--- config.mk ---
export PLATFORM = sky130hd
export DESIGN_NAME = rx_char_fifo
export DESIGN_NICKNAME = d
export VERILOG_FILES = /design/src/rtl/rx_char_fifo.sv
export SDC_FILE = /design/constraint.sdc
export NUM_CORES = 1
export LEC_CHECK = 0
export BUFFER_PORTS_ARGS = -buffer_cell sky130_fd_sc_hd__buf_2
export CORE_MARGIN = 5
export CORE_UTILIZATION = 35
export CTS_CLUSTER_SIZE = 25
export DETAILED_ROUTE_END_ITERATION = 8
export SLEW_MARGIN = 25
export SYNTH_ARGS = -nofsm -noshare
export SYNTH_HDL_FRONTEND = slang
export SYNTH_SLANG_ARGS = --single-unit
--- constraint.sdc ---
create_clock -name clk -period 3.15 [get_ports clk]
set_input_delay 0.315 -clock clk [delete_from_list [all_inputs] [get_ports clk]]
set_output_delay 0.315 -clock clk [all_outputs]
set_load 0.03 [all_outputs]
--- src/rtl/rx_char_fifo.sv ---
module rx_char_fifo #(
  parameter int DW    = 8,
  parameter int DEPTH = 3
) (
  input  logic          clk,
  input  logic          rst,
  input  logic          wr_en,
  input  logic [DW-1:0] wr_char,
  input  logic [2:0]    wr_flags,
  input  logic          rd_en,
  input  logic          rd_sel,
  input  logic          err_clr,
  output logic [DW-1:0] rd_data,
  output logic          char_avail
);
  localparam int PW = (DEPTH > 1) ? $clog2(DEPTH) : 1;
  localparam int CW = $clog2(DEPTH + 1);
  localparam logic [PW-1:0] LAST = PW'(DEPTH - 1);

  logic [DW-1:0] dmem [DEPTH];
  logic [3:0]    smem [DEPTH];
  logic [PW-1:0] wp, rp, newest;
  logic [CW-1:0] cnt;
  logic [2:0]    sticky;
  logic [DW-1:0] last_q;
  logic          full, pop, ovw, push;
  logic [3:0]    head_s;

  assign char_avail = cnt != '0;
  assign full       = cnt == CW'(DEPTH);
  assign pop        = rd_en & rd_sel & char_avail;
  assign ovw        = wr_en & full & ~pop;
  assign push       = wr_en & ~ovw;
  assign newest     = (wp == '0) ? LAST : wp - PW'(1);
  assign head_s     = smem[rp];

  always_ff @(posedge clk) begin
    if (rst) begin
      wp     <= '0;
      rp     <= '0;
      cnt    <= '0;
      sticky <= '0;
      last_q <= '0;
    end else begin
      if (push) begin
        dmem[wp] <= wr_char;
        smem[wp] <= {wr_flags, 1'b0};
        wp       <= (wp == LAST) ? '0 : wp + PW'(1);
      end
      if (ovw) begin
        dmem[newest] <= wr_char;
        smem[newest] <= {wr_flags, 1'b1};
      end
      if (pop) begin
        last_q <= dmem[rp];
        rp     <= (rp == LAST) ? '0 : rp + PW'(1);
      end
      cnt    <= cnt + CW'(push) - CW'(pop);
      sticky <= err_clr ? 3'b000 : (sticky | (char_avail ? head_s[2:0] : 3'b000));
    end
  end

  logic [DW-1:0] stat_view;
  assign stat_view = {{(DW-4){1'b0}},
                      char_avail & head_s[3],
                      sticky | (char_avail ? head_s[2:0] : 3'b000)};
  assign rd_data = rd_sel ? (char_avail ? dmem[rp] : last_q) : stat_view;

  p_cnt_bound_r1: assert property (@(posedge clk) disable iff (rst)
    cnt <= CW'(DEPTH));
  p_push_avail_r1: assert property (@(posedge clk) disable iff (rst)
    wr_en |=> char_avail);
  p_stat_nopop_r4: assert property (@(posedge clk) disable iff (rst)
    (rd_en && !rd_sel && !wr_en) |=> $stable(cnt));
  p_sticky_hold_r5: assert property (@(posedge clk) disable iff (rst)
    !err_clr |=> ((sticky & $past(sticky)) == $past(sticky)));
  p_overrun_full_r6: assert property (@(posedge clk) disable iff (rst)
    (wr_en && full && !(rd_en && rd_sel)) |=> full);
  p_empty_rd_r7: assert property (@(posedge clk) disable iff (rst)
    (rd_en && rd_sel && !char_avail && !wr_en) |=> (!char_avail && $stable(last_q)));
  p_push_pop_r8: assert property (@(posedge clk) disable iff (rst)
    (wr_en && rd_en && rd_sel && char_avail) |=> $stable(cnt));
  p_reset_r9: assert property (@(posedge clk)
    rst |=> (cnt == '0 && sticky == 3'b000));
endmodule

# Word-level counts from Yosys, hierarchy flattened
# Memories as Yosys holds them, arrays and structs flattened. A register that Yosys moved wholly into a read port is not among the register bits.
# Cells that the tools add are included.
# op_classes
n_addsub	5
eq_ne	3
mux	22
bitwise_logic	9
n_reduce_logical	5
# op_table
op	n
$mux 8	3
$mux 2	9
$mux 1	8
$reduce_or 8->1	1
$and 1x1->1	6
$eq 2x2->1 const B	3
$add 2x1->2 const B	2
$mux 4	1
$reduce_or 4->1	1
$mux 3	1
$or 3x3->3	1
$add 2x1->2	1
$logic_not 2->1	1
$not 1->1	2
$reduce_bool 2->1	1
$reduce_or 2->1	1
$sub 2x1->2	1
$sub 2x1->2 const B	1
# totals
reg_bits	17
ramBits	36
in_bits	17
out_inout_bits	9
elab_cells	51
n_memories	2
# memory_table
memory	depth	word_bits	read_ports	rd_ports_with_merged_regs	write_ports	line_no	rtl
dmem	3	8	1	1	1	20	logic [DW-1:0] dmem [DEPTH];
smem	3	4	1	1	1	21	logic [3:0] smem [DEPTH];

# Depth between registers and ports, before layout
# logic_depth
ltp_word	10
ltp_mapped	8
mapped_depth_nobuf	7

# Worst setup path after synthesis
# OpenSTA, ideal clock, no wires.
# synth_timing
kind	register to output
from	reg cnt[1]
to	out rd_data[4]
arrival_time_ns	1.870
required_ns	2.835
path_slack_ns	0.965
stages_incl_launch_ff	6
n_path_buf	1
cell_sequence	dfxtp_1 nor2_1 inv_1 clkbuf_1 nand3_1 a21boi_0
# synth_between
elab_chain_len	3
# synth_rtl
item	line_no	rtl
start, declared	23	logic [CW-1:0] cnt;
start signal, assigned	58	cnt <= cnt + CW'(push) - CW'(pop);
$reduce_bool 2->1	29	assign char_avail = cnt != '0;
net char_avail	14	output logic char_avail
$mux 8 (2 in series)	67	assign rd_data = rd_sel ? (char_avail ? dmem[rp] : last_q) : stat_view;
end, declared	13	output logic [DW-1:0] rd_data,
# The timed path passes the listed nets, and every way through them passes these cells.

==> results.py <==
metrics = {
    "cts": {
        "post-cts-setup-buffer-count": 0,
        "post_cts.resized_instances": 0,
        "cts_htree_levels": 2,
        "clkSinkCount": 55,
        "cts.root.buffer_cell": "clkbuf_8",
        "worst_setup_hold_path_clk_slew_ns": 0.10,
        "worst_skew_pair.late_latency_ns": 0.31,
        "cts.path.max_buffers": 2,
        "tritoncts": "done",
        "cts_buffers": 5,
        "ctsHoldBuffers": 0,
    },
    "timing": {
        "fin_crit_sh": 0.751,
        "minimum_period_implied_by_the_final_worst_setup_slack_ns": 2.37,
        "finalHoldViolations": 0,
        "timing.final.setup_violations": 0,
        "holdWs_ns": 0.198,
        "totalNegativeSetupSlack_ns": 0,
        "relSlewSlack": 0.499,
        "maxClockFrequency_mhz": 423,
        "tightest_slew_ns": 0.750,
        "fin_skew_ns": 0.00896,
        "grt_setup_unrepaired": "no",
        "final-max-slew-violation-count": 0,
    },
    "routing": {
        "post_detailed_routing_wire_length_mm": 4.50,
        "route.antenna.remaining_nets": 0,
        "dr.first_iter.drc_count": 44,
        "viasPerCell": 5.06,
        "dr_total_vias": 1538,
        "per_cell_routed_wire_length_um": 14.8,
        "detail_route.drc_violations": 0,
        "drtPass1Iterations": 4,
    },
    "hold_path": {
        "worst_hold_path_type": "in2reg",
        "holdPathEnd": "dmem[0][5]",
        "min-delay-start": "wr_char[5]",
        "hold_path_depth": 1,
    },
    "floorplan": {
        "io_pins": 26,
        "num_rows": 29,
        "floorplan.die.height_um": 91.0,
        "initial_utilization": 0.360,
        "floorplan.die_area_sq_um": 8290,
        "core-area_sq_um": 6390,
        "die-width_um": 91.0,
    },
    "synthesis": {
        "netlist-cell-type-count": 29,
        "synth_sequential_area_ratio": 0.636,
        "avgSynthCellArea_sq_um": 11.6,
        "netlist_area_sq_um": 2300,
        "synthesis.nets": 219,
        "synth-seq-cells": 55,
        "ys_warn_count": 0,
        "synthesis.instances": 198,
    },
    "placement": {
        "finalWeightedCongestion": 0.716,
        "dp_hpwl_mm": 2.96,
        "placed_area_sq_um": 2520,
        "io_buffer_count": 25,
    },
    "layout": {
        "layout_common_cells": "edfxtp_1 (36), nand2_1 (29), buf_2 (25)",
        "mostFrequentLayoutCell": "edfxtp_1",
        "syn_to_final_growth_pct": 13.8,
        "stdcell_area_sq_um": 2620,
        "multiInputGateArea_sq_um": 782,
        "antenna_cells_inserted": 0,
        "nNetsFinal": 247,
        "drive_gt1_frac": 0.176,
        "fillerInstances": 612,
        "layout.area.seq_sq_um": 1460,
    },
    "critical_path": {
        "reg2reg_from": "wp[0]",
        "worst-r2r-setup-slack_ns": 1.25,
        "start_kind": "flop",
        "timing.setup.critical_path_class": "reg2out",
        "reg2reg_to": "dmem[2][7]",
        "ff2ff_path_depth": 5,
        "critPathMaxFanout": 10,
        "critPathRequiredTime_ns": 2.83,
        "timing.critical_path.to_type": "primary output",
        "arr_time_crit_path_ns": 2.05,
    },
    "grt": {
        "global_route.usage.total": 0.117,
        "antenna_found_initial": 0,
        "vias_in_the_first_global_route": 1558,
        "wire_length_of_the_first_global_routing_pass_mm": 7.62,
        "largest_net_degree_at_the_start_of_global_routing": 25,
        "grt_overflow_total": 0,
    },
    "flow_run": {
        "max_cap_violations": 0,
    },
    "outcome": {
        "run_status": "complete, no violations",
    },
    "pwr": {
        "cellLeakagePower_nw": 0.946,
        "cellPowerDensity_nw_per_um2": 560,
        "ir_worst_vdd_uv": 259,
    },
}
-- how the worst max path moves through the flow --
stage                start          to  slack, ns
CTS                   flop  rd_data[3]       0.70
global route          flop  rd_data[3]       0.56
detailed placement  cnt[1]      cnt[1]       0.85
floorplan           cnt[1]  rd_data[4]       0.97
finish                flop  rd_data[3]       0.78
global placement    rd_sel      cnt[1]       0.95
-- routing by layer --
metal	wire, um	global-route usage	vias up
met1	2210	0.158	725
met3	235	0.0322	8
met2	1980	0.177	33
met5	0	0	-
li1	-	-	772
met4	76	0.0477	0
-- registers in the layout, summed over array words and instances, names as in the netlist, named ones only --
register  count
rp            2
dmem         24
cnt           2
smem         12
wp            2
last_q        8
sticky        3
-- cells by family (layout without fill, tap and decap cells) --
| logic type | count (synthesis) | in the layout | share of synthesized area |
|---|---|---|---|
| AND/OR/NAND/NOR | 75 | 75 | 0.163 |
| flip-flops | 55 | 55 | 0.636 |
| AO/OA/AOI/OAI | 37 | 37 | 0.0991 |
| buffers and inverters | 14 | 43 | 0.0240 |
| multiplexers | 12 | 12 | 0.0523 |
| adder cells (fa/ha/maj) | 4 | 4 | 0.0218 |
| XOR/XNOR | 1 | 1 | 0.00381 |
-- through the flow --
stage / utilization / cells / power, W / worst slack [ns]
detailed placement: 0.394 / 295 / 0.00109 / 0.850
floorplan: - / 198 / 0.00101 / 0.965
global placement: 0.394 / 295 / 0.00109 / 0.951
global route: 0.409 / 304 / 0.00154 / 0.562
CTS: 0.408 / 303 / 0.00148 / 0.704
finish: 0.409 / 304 / 0.00146 / 0.785
-- synth_stat cells --
cell      count  area [sq um]
nor2b_1       5          31.3
a211o_1       4          35.0
or3_4         1          11.3
a21boi_0      4          30.0
nor4_1        3          18.8
clkbuf_1      8          30.0
and2_1        2          12.5
xor2_1        1          8.76
nand2_1      29           109
mux2i_1      12           120
o31a_1        3          26.3
or3_1         2          12.5
a21oi_1      14          70.1
nand2b_4      1          13.8
buf_2         2          10.0
inv_1         4          15.0
nand3_1      13          65.1
ha_1          4          50.1
nor2_1        6          22.5
dfxtp_1      19           380
nor3_1        4          20.0
nand3b_1      1          7.51
nor3b_1       1          7.51
a31oi_1       3          18.8
o21ai_0       8          40.0
o211ai_1      1          7.51
and3_1        3          18.8
nand2b_1      4          25.0
edfxtp_1     36          1080
-- final cells by class --
| cell class | count | share of cell area |
|---|---|---|
| sequential | 55 | 0.559 |
| timing repair buffer | 31 | 0.0651 |
| clock inverter | 2 | 0.00670 |
| inverter | 4 | 0.00574 |
| clock buffer | 6 | 0.0278 |
| multi-input combinational | 129 | 0.299 |
| tap | 77 | 0.0368 |
-- worst max-delay path, cell delays in order, from the launching register on --
cell	delay (ns)
dfxtp_1	0.62
buf_4	0.27
mux2i_1	0.08
o21ai_0	0.25
mux2i_1	0.12
mux2i_1	0.18
buf_2	0.23
-- where the power goes --
group          switching, W  total [W]  internal (W)  leakage [nW]
registers         0.0000205   0.000822      0.000801         0.483
logic              0.000163   0.000250     0.0000866         0.417
clock network      0.000232   0.000392      0.000160        0.0454
Note: power is estimated with default switching activity, not from simulation.
